$ cat src/rtl/chroma_sharpen_pkg.sv
`timescale 1ns/1ps
package chroma_sharpen_pkg;

  // Per-cycle enables sent from the control to the datapath
  typedef struct packed {
    logic shift;   // accept a new sample into the window
    logic calc;    // capture correction, center and window bounds
    logic emit;    // register the clamped result
  } sharpStrobe_t;

endpackage

$ cat src/rtl/chroma_sharpen_ctrl.sv
`timescale 1ns/1ps
module chroma_sharpen_ctrl
  import chroma_sharpen_pkg::*;
(
  input  logic         clk,
  input  logic         rstN,
  input  logic         inValid,
  output sharpStrobe_t strb,
  output logic         outValid
);

  logic calcQ;
  logic emitQ;
  logic outQ;

  always_ff @(posedge clk or negedge rstN) begin
    if (!rstN) begin
      calcQ <= 1'b0;
      emitQ <= 1'b0;
      outQ  <= 1'b0;
    end else begin
      calcQ <= inValid;
      emitQ <= calcQ;
      outQ  <= emitQ;
    end
  end

  assign strb.shift = inValid;
  assign strb.calc  = calcQ;
  assign strb.emit  = emitQ;
  assign outValid   = outQ;


  first_hop_chk: assert property (@(posedge clk) disable iff (!rstN)
    inValid |=> calcQ);


  last_hop_chk: assert property (@(posedge clk) disable iff (!rstN)
    emitQ |=> outValid);


  no_spurious_valid_chk: assert property (@(posedge clk) disable iff (!rstN)
    !emitQ |=> !outValid);

endmodule

$ cat src/rtl/chroma_sharpen_lane.sv
`timescale 1ns/1ps
module chroma_sharpen_lane
  import chroma_sharpen_pkg::*;
#(
  parameter int DATA_W = 8,
  parameter int WIN    = 5,
  parameter int THR_W  = 8,
  parameter int GAIN_W = 2
) (
  input  logic                     clk,
  input  logic                     rstN,
  input  sharpStrobe_t             strb,
  input  logic signed [DATA_W-1:0] sampleIn,
  input  logic [THR_W-1:0]         coreThr,
  input  logic [GAIN_W-1:0]        gainSel,
  output logic signed [DATA_W-1:0] sampleOut
);

  localparam int CENTER = WIN / 2;
  localparam int DIFF_W = DATA_W + 2;
  localparam int SUM_W  = DATA_W + 3;
  localparam int CMP_W  = ((DIFF_W > THR_W) ? DIFF_W : THR_W) + 1;
  localparam logic signed [SUM_W-1:0] SAT_HI = SUM_W'((1 <<< (DATA_W - 1)) - 1);
  localparam logic signed [SUM_W-1:0] SAT_LO = -SAT_HI - SUM_W'(1);

  // Window: index 0 newest, WIN-1 oldest
  logic signed [DATA_W-1:0] win [WIN];

  always_ff @(posedge clk or negedge rstN) begin
    if (!rstN) begin
      for (int i = 0; i < WIN; i++) win[i] <= '0;
    end else if (strb.shift) begin
      win[0] <= sampleIn;
      for (int i = 1; i < WIN; i++) win[i] <= win[i-1];
    end
  end

  // Curvature, scaling and coring
  logic signed [DIFF_W-1:0] midX, newX, oldX, curv, scaled, cored;
  logic        [DIFF_W-1:0] mag;
  logic                     belowThr;

  assign midX   = DIFF_W'(win[CENTER]);
  assign newX   = DIFF_W'(win[0]);
  assign oldX   = DIFF_W'(win[WIN-1]);
  assign curv   = (midX <<< 1) - newX - oldX;
  assign scaled = curv >>> gainSel;
  assign mag    = scaled[DIFF_W-1] ? -scaled : scaled;
  assign belowThr = CMP_W'(mag) < CMP_W'(coreThr);
  assign cored  = belowThr ? '0 : scaled;

  // Local neighbourhood bounds
  logic signed [DATA_W-1:0] winLo, winHi;
  always_comb begin
    winLo = win[0];
    winHi = win[0];
    for (int i = 1; i < WIN; i++) begin
      if (win[i] < winLo) winLo = win[i];
      if (win[i] > winHi) winHi = win[i];
    end
  end

  // Stage 1 registers
  logic signed [DIFF_W-1:0] corrQ;
  logic signed [DATA_W-1:0] midQ, loQ, hiQ;

  always_ff @(posedge clk or negedge rstN) begin
    if (!rstN) begin
      corrQ <= '0;
      midQ  <= '0;
      loQ   <= '0;
      hiQ   <= '0;
    end else if (strb.calc) begin
      corrQ <= cored;
      midQ  <= win[CENTER];
      loQ   <= winLo;
      hiQ   <= winHi;
    end
  end

  // Stage 2: add, saturate, clamp
  logic signed [SUM_W-1:0]  sum;
  logic signed [DATA_W-1:0] satV, clampV;

  assign sum = SUM_W'(midQ) + SUM_W'(corrQ);

  always_comb begin
    if (sum > SAT_HI)      satV = DATA_W'(SAT_HI);
    else if (sum < SAT_LO) satV = DATA_W'(SAT_LO);
    else                   satV = DATA_W'(sum);
    if (satV < loQ)        clampV = loQ;
    else if (satV > hiQ)   clampV = hiQ;
    else                   clampV = satV;
  end

  always_ff @(posedge clk or negedge rstN) begin
    if (!rstN)          sampleOut <= '0;
    else if (strb.emit) sampleOut <= clampV;
  end

  logic [DIFF_W-1:0] corrMag;
  assign corrMag = corrQ[DIFF_W-1] ? -corrQ : corrQ;


  coring_floor_chk: assert property (@(posedge clk) disable iff (!rstN)
    strb.calc |=> (corrQ == '0 || CMP_W'(corrMag) >= CMP_W'($past(coreThr))));


  bounded_output_chk: assert property (@(posedge clk) disable iff (!rstN)
    strb.emit |=> (sampleOut >= $past(loQ) && sampleOut <= $past(hiQ)));


  window_hold_chk: assert property (@(posedge clk) disable iff (!rstN)
    !strb.shift |=> ($stable(win[0]) && $stable(win[WIN-1])));

endmodule

$ cat src/rtl/chroma_sharpen_dp.sv
`timescale 1ns/1ps
module chroma_sharpen_dp
  import chroma_sharpen_pkg::*;
#(
  parameter int DATA_W = 8,
  parameter int WIN    = 5,
  parameter int THR_W  = 8,
  parameter int GAIN_W = 2,
  parameter int LANES  = 2
) (
  input  logic                          clk,
  input  logic                          rstN,
  input  sharpStrobe_t                  strb,
  input  logic [LANES-1:0][DATA_W-1:0]  lanesIn,
  input  logic [THR_W-1:0]              coreThr,
  input  logic [GAIN_W-1:0]             gainSel,
  output logic [LANES-1:0][DATA_W-1:0]  lanesOut
);

  for (genvar g = 0; g < LANES; g++) begin : gLane
    logic signed [DATA_W-1:0] laneOut;
    chroma_sharpen_lane #(
      .DATA_W(DATA_W), .WIN(WIN), .THR_W(THR_W), .GAIN_W(GAIN_W)
    ) uLane (
      .clk       (clk),
      .rstN      (rstN),
      .strb      (strb),
      .sampleIn  ($signed(lanesIn[g])),
      .coreThr   (coreThr),
      .gainSel   (gainSel),
      .sampleOut (laneOut)
    );
    assign lanesOut[g] = laneOut;
  end

endmodule

$ cat src/rtl/chroma_sharpen.sv
`timescale 1ns/1ps
module chroma_sharpen
  import chroma_sharpen_pkg::*;
#(
  parameter int DATA_W = 8,
  parameter int WIN    = 5,
  parameter int THR_W  = 8,
  parameter int GAIN_W = 2
) (
  input  logic              clk,
  input  logic              rstN,
  input  logic              inValid,
  input  logic [DATA_W-1:0] cbIn,
  input  logic [DATA_W-1:0] crIn,
  input  logic [THR_W-1:0]  coreThr,
  input  logic [GAIN_W-1:0] gainSel,
  output logic              outValid,
  output logic [DATA_W-1:0] cbOut,
  output logic [DATA_W-1:0] crOut
);

  localparam int LANES = 2;

  sharpStrobe_t                 strb;
  logic [LANES-1:0][DATA_W-1:0] lanesIn;
  logic [LANES-1:0][DATA_W-1:0] lanesOut;

  assign lanesIn[0] = cbIn;
  assign lanesIn[1] = crIn;

  chroma_sharpen_ctrl uCtrl (
    .clk      (clk),
    .rstN     (rstN),
    .inValid  (inValid),
    .strb     (strb),
    .outValid (outValid)
  );

  chroma_sharpen_dp #(
    .DATA_W(DATA_W), .WIN(WIN), .THR_W(THR_W), .GAIN_W(GAIN_W), .LANES(LANES)
  ) uDp (
    .clk      (clk),
    .rstN     (rstN),
    .strb     (strb),
    .lanesIn  (lanesIn),
    .coreThr  (coreThr),
    .gainSel  (gainSel),
    .lanesOut (lanesOut)
  );

  assign cbOut = lanesOut[0];
  assign crOut = lanesOut[1];

endmodule

$ cat config.mk
export PLATFORM = sky130hd
export DESIGN_NAME = chroma_sharpen
export DESIGN_NICKNAME = d
export VERILOG_FILES = /design/src/rtl/chroma_sharpen_pkg.sv /design/src/rtl/chroma_sharpen_ctrl.sv /design/src/rtl/chroma_sharpen_lane.sv /design/src/rtl/chroma_sharpen_dp.sv /design/src/rtl/chroma_sharpen.sv
export SDC_FILE = /design/constraint.sdc
export NUM_CORES = 1
export LEC_CHECK = 0
export BUFFER_PORTS_ARGS = -buffer_cell sky130_fd_sc_hd__buf_4
export CORE_MARGIN = 2
export CORE_UTILIZATION = 45
export CTS_BUF_LIST = sky130_fd_sc_hd__clkbuf_8 sky130_fd_sc_hd__clkbuf_16
export DETAILED_ROUTE_END_ITERATION = 10
export HOLD_SLACK_MARGIN = 0.08
export PLACE_DENSITY = 0.71
export SETUP_SLACK_MARGIN = 0.5
export SLEW_MARGIN = 0
export SYNTH_ARGS = -nofsm -noshare
export SYNTH_HDL_FRONTEND = slang
export SYNTH_HIERARCHICAL = 1
export SYNTH_SLANG_ARGS = --single-unit
$ cat constraint.sdc
create_clock -name clk -period 10.6 [get_ports clk]
set_clock_uncertainty 0.15 [all_clocks]
set_input_delay 1.06 -clock clk [delete_from_list [all_inputs] [get_ports clk]]
set_output_delay 1.06 -clock clk [all_outputs]
set_load 0.01 [all_outputs]
==> results.json <==
{
  "run_status": "complete, no violations",
  "cpMaxStageDelayCell": "o21ai_1",
  "place_hpwl_mm": 31.6,
  "vias_per_cell": 5.83,
  "synth-edff-count": 0,
  "antenna_found_initial": 1,
  "fmax_mhz": 108,
  "core_um2": 33500,
  "p_switching_w": 0.00295,
  "synth_cells": 1731,
  "max_stage_delay_ns": 0.91,
  "overflow": 0,
  "start_util_pct": 45.8,
  "worst_ep_required_time_ns": 10.81,
  "cp_data_arrival_time_ns": 9.47,
  "cts_sinks": 167,
  "vdd_ir_drop_max_v": 0.000187,
  "ctsHoldBuffers": 0,
  "grt_pass1_wl_mm": 67.2,
  "setup-tns-final_ns": 0,
  "reg2reg_from": "uDp/gLane[0].uLane/newX[3]$_DFFE_PN0P_",
  "rsz0062_at_grt": "false",
  "dr.pass1.iters": 5,
  "cts_made_buffers": 17,
  "cts_root_buf": "clkbuf_16",
  "startpoint": "uDp/gLane[0].uLane/newX[3]$_DFFE_PN0P_",
  "pwr-share-clk_pct": 11.5,
  "synth_seq_cells": 167,
  "p_int_w": 0.00309,
  "fin_crit_sh_pct": 87.3,
  "ys_warn_count": 6,
  "hold_viol_final": 0,
  "worst-path-max-fanout": 15,
  "pwr-share-seq_pct": 16.7,
  "dieArea_um2": 35600,
  "ys_seq_area_share_pct": 27.2,
  "cp-start-kind": "flip-flop",
  "drv_slew": 0,
  "timing.final.crit_period_ns": 9.26,
  "syn_area_um2": 15300,
  "cts-resized-gates": 0,
  "synth_flop_cell": "dfrtp_1",
  "post-route-drc-count": 0,
  "cp-end-kind": "flip-flop",
  "cts_buffer_depth": 2,
  "clkLatencyLatePin_ns": 0.45,
  "grt_start_max_net_pins": 95,
  "max_slew_margin_pct": 22.5,
  "dr_total_vias": 12891,
  "powerDensity_nw_per_um2": 362,
  "crit_type": "flip-flop to flip-flop",
  "postCtsSetupRepairBufs": 0,
  "final_layout_size_suffix_gt1_share_pct": 11.6,
  "switching_share_pct": 48.9,
  "setup_violations": 0,
  "leakagePower_nw": 7.73,
  "synthArstFlopShare_pct": 100,
  "cpMostUsedCell": "a21oi_1",
  "grt_use_total_pct": 23.6,
  "fp.dieW_um": 189,
  "port_buffers": 45,
  "fp.dieH_um": 189,
  "finalPower_w": 0.00603,
  "ys_types": 100,
  "ctsHtreeMaxLevel": 4,
  "cts_tree": "yes",
  "synth_area_per_cell_um2": 8.86,
  "drt_iter0_markers": 1073,
  "wl_per_cell_um": 18.4,
  "syn_nets": 1966,
  "dp_cells": 2177,
  "wl_mm": 40.7,
  "ant_nets": 0,
  "grt_pass1_vias": 12630,
  "hp-class": "flip-flop to flip-flop",
  "fin_nets": 1983,
  "area_delta_synth_final_pct": 8.71,
  "comb_power_share_pct": 71.8,
  "place_congestion": 0.943,
  "min_from": "uDp/gLane[0].uLane/win[24]$_DFFE_PN0P_",
  "max-cap-violations": 0,
  "worstMarginPinSlew_ns": 1.16,
  "num_io_pins": 46,
  "num_rows": 67,
  "clkTransAtPathRegs_ns": 0.07,
  "layoutNonFillerInstCount": 2210
}
[per-stage QoR]
step	setup WS (ns)	cell area (um^2)	hold WS, ns	util [%]
6_report	1.34	16700	0.338	49.7
5_1_grt	0.702	16700	0.370	49.7
4_1_cts	1.51	16700	0.339	49.7
3_5_place_dp	1.57	16000	0.322	47.8
3_3_place_gp	1.77	16000	0.315	47.8
2_1_floorplan	2.79	15300	0.205	-
[critical path: cells and delay by family, from the launching register on]
kind | cells | cell delay [ns]
adder cells (fa/ha/maj) | 4 | 1.26
buffers and inverters | 2 | 0.24
AO/OA/AOI/OAI | 16 | 5.81
multiplexers | 3 | 0.91
AND/OR/NAND/NOR | 3 | 0.39
flip-flops | 1 | 0.40
[layout make-up]
cell class	instances	area, um^2
antenna	1	2.50
sequential	167	4180
fill	3144	16900
clock buffer	17	425
multi-input combinational	1327	10200
tap	448	561
clock inverter	15	216
inverter	186	698
timing repair buffer	49	372
[cells in the mapped netlist (all sizes together), types with 18 or more instances]
| master | instances | share of area, % |
|---|---|---|
| nand2b | 20 | 0.82 |
| mux2i | 88 | 5.8 |
| ha | 188 | 15 |
| nand2 | 129 | 3.2 |
| buf | 18 | 0.78 |
| xnor2 | 24 | 1.4 |
| nand3 | 20 | 0.65 |
| a21o | 24 | 1.2 |
| fa | 18 | 2.3 |
| o21a | 30 | 1.5 |
| dfrtp | 167 | 27 |
| a21oi | 130 | 4.3 |
| o21ai | 156 | 5.2 |
| nor2b | 27 | 1.1 |
| nor2 | 137 | 3.4 |
| mux2 | 65 | 4.8 |
| inv | 184 | 4.5 |
| clkbuf | 33 | 0.81 |
[power by group through the flow]
stage / clock [W] / sequential (W) / combinational, W
2_1_floorplan: 0 / 0.000957 / 0.00333
6_report: 0.000693 / 0.00101 / 0.00433
5_1_grt: 0.000733 / 0.00103 / 0.00485
3_3_place_gp: 0 / 0.00101 / 0.00413
4_1_cts: 0.000708 / 0.00101 / 0.00430
3_5_place_dp: 0 / 0.00102 / 0.00426
[sequential cells by signal, summed over array words and instances, names as in the netlist]
| signal | flops |
|---|---|
| uDp/gLane.uLane/loQ | 16 |
| uDp/gLane.uLane/win | 32 |
| uDp/gLane.uLane/newX | 16 |
| uDp/gLane.uLane/midQ | 16 |
| uDp/gLane.uLane/corrQ | 20 |
| uDp/gLane.uLane/hiQ | 16 |
| uCtrl/outValid | 1 |
| uCtrl/calcQ | 1 |
| uCtrl/emitQ | 1 |
| uDp/gLane.uLane/midX | 16 |
| uDp/gLane.uLane/sampleOut | 16 |
| uDp/gLane.uLane/oldX | 16 |
[cells in the final DEF, fill, tap and decap left out, drive strengths merged, types with 9 or more instances in the layout]
cell and n:
xor2 17, nor3 16, a21oi 130, nand3 20, a21o 24, nand2b 20
inv 189, a22oi 9, xnor2 24, fa 18, a31oi 13, clkbuf 17
o31ai 11, nand4 13, buf 49, nand2 129, dfrtp 167, o21ai 156
ha 188, and3 9, o22ai 12, mux2i 88, a21boi 16, and2 11
a211oi 17, nor2b 27, o211ai 16, nor2 137, o21a 30, mux2 65
[metal layers]
layer | up-vias | GRT usage (%) | share of wire, %
met1 | 6212 | 32.2 | 47
met2 | 366 | 38.3 | 46
met3 | 69 | 3.86 | 5.1
met5 | - | 0 | 0
met4 | 0 | 7.33 | 2.2
li1 | 6244 | - | -
[worst paths after layout]
path                                                          endpoint  slack (ns)  cells past startpoint
setup reg to reg                 uDp/gLane[0].uLane/loQ[7]$_DFFE_PN0P_        1.34                     28
max in group asynchronous  uDp/gLane[0].uLane/sampleOut[0]$_DFFE_PN0P_        8.24                      2
hold reg to reg                 uDp/gLane[0].uLane/midX[0]$_DFFE_PN0P_        0.34                      2
hold / removal                  uDp/gLane[0].uLane/midX[0]$_DFFE_PN0P_        0.34                      2
setup / recovery                 uDp/gLane[0].uLane/loQ[7]$_DFFE_PN0P_        1.34                     28
min in group asynchronous       uDp/gLane[0].uLane/newX[0]$_DFFE_PN0P_        0.53                      1
[cell families after synthesis]
family          Yosys count  share of synthesized area [%]
compound gates          503                           22.2
fa+ha+maj               206                           17.7
flops                   167                           27.2
simple gates            418                           12.9
buf+inv                 237                           6.14
xor+xnor                 41                           2.39
mux                     159                           11.5
(Power assumes the default switching activity.)
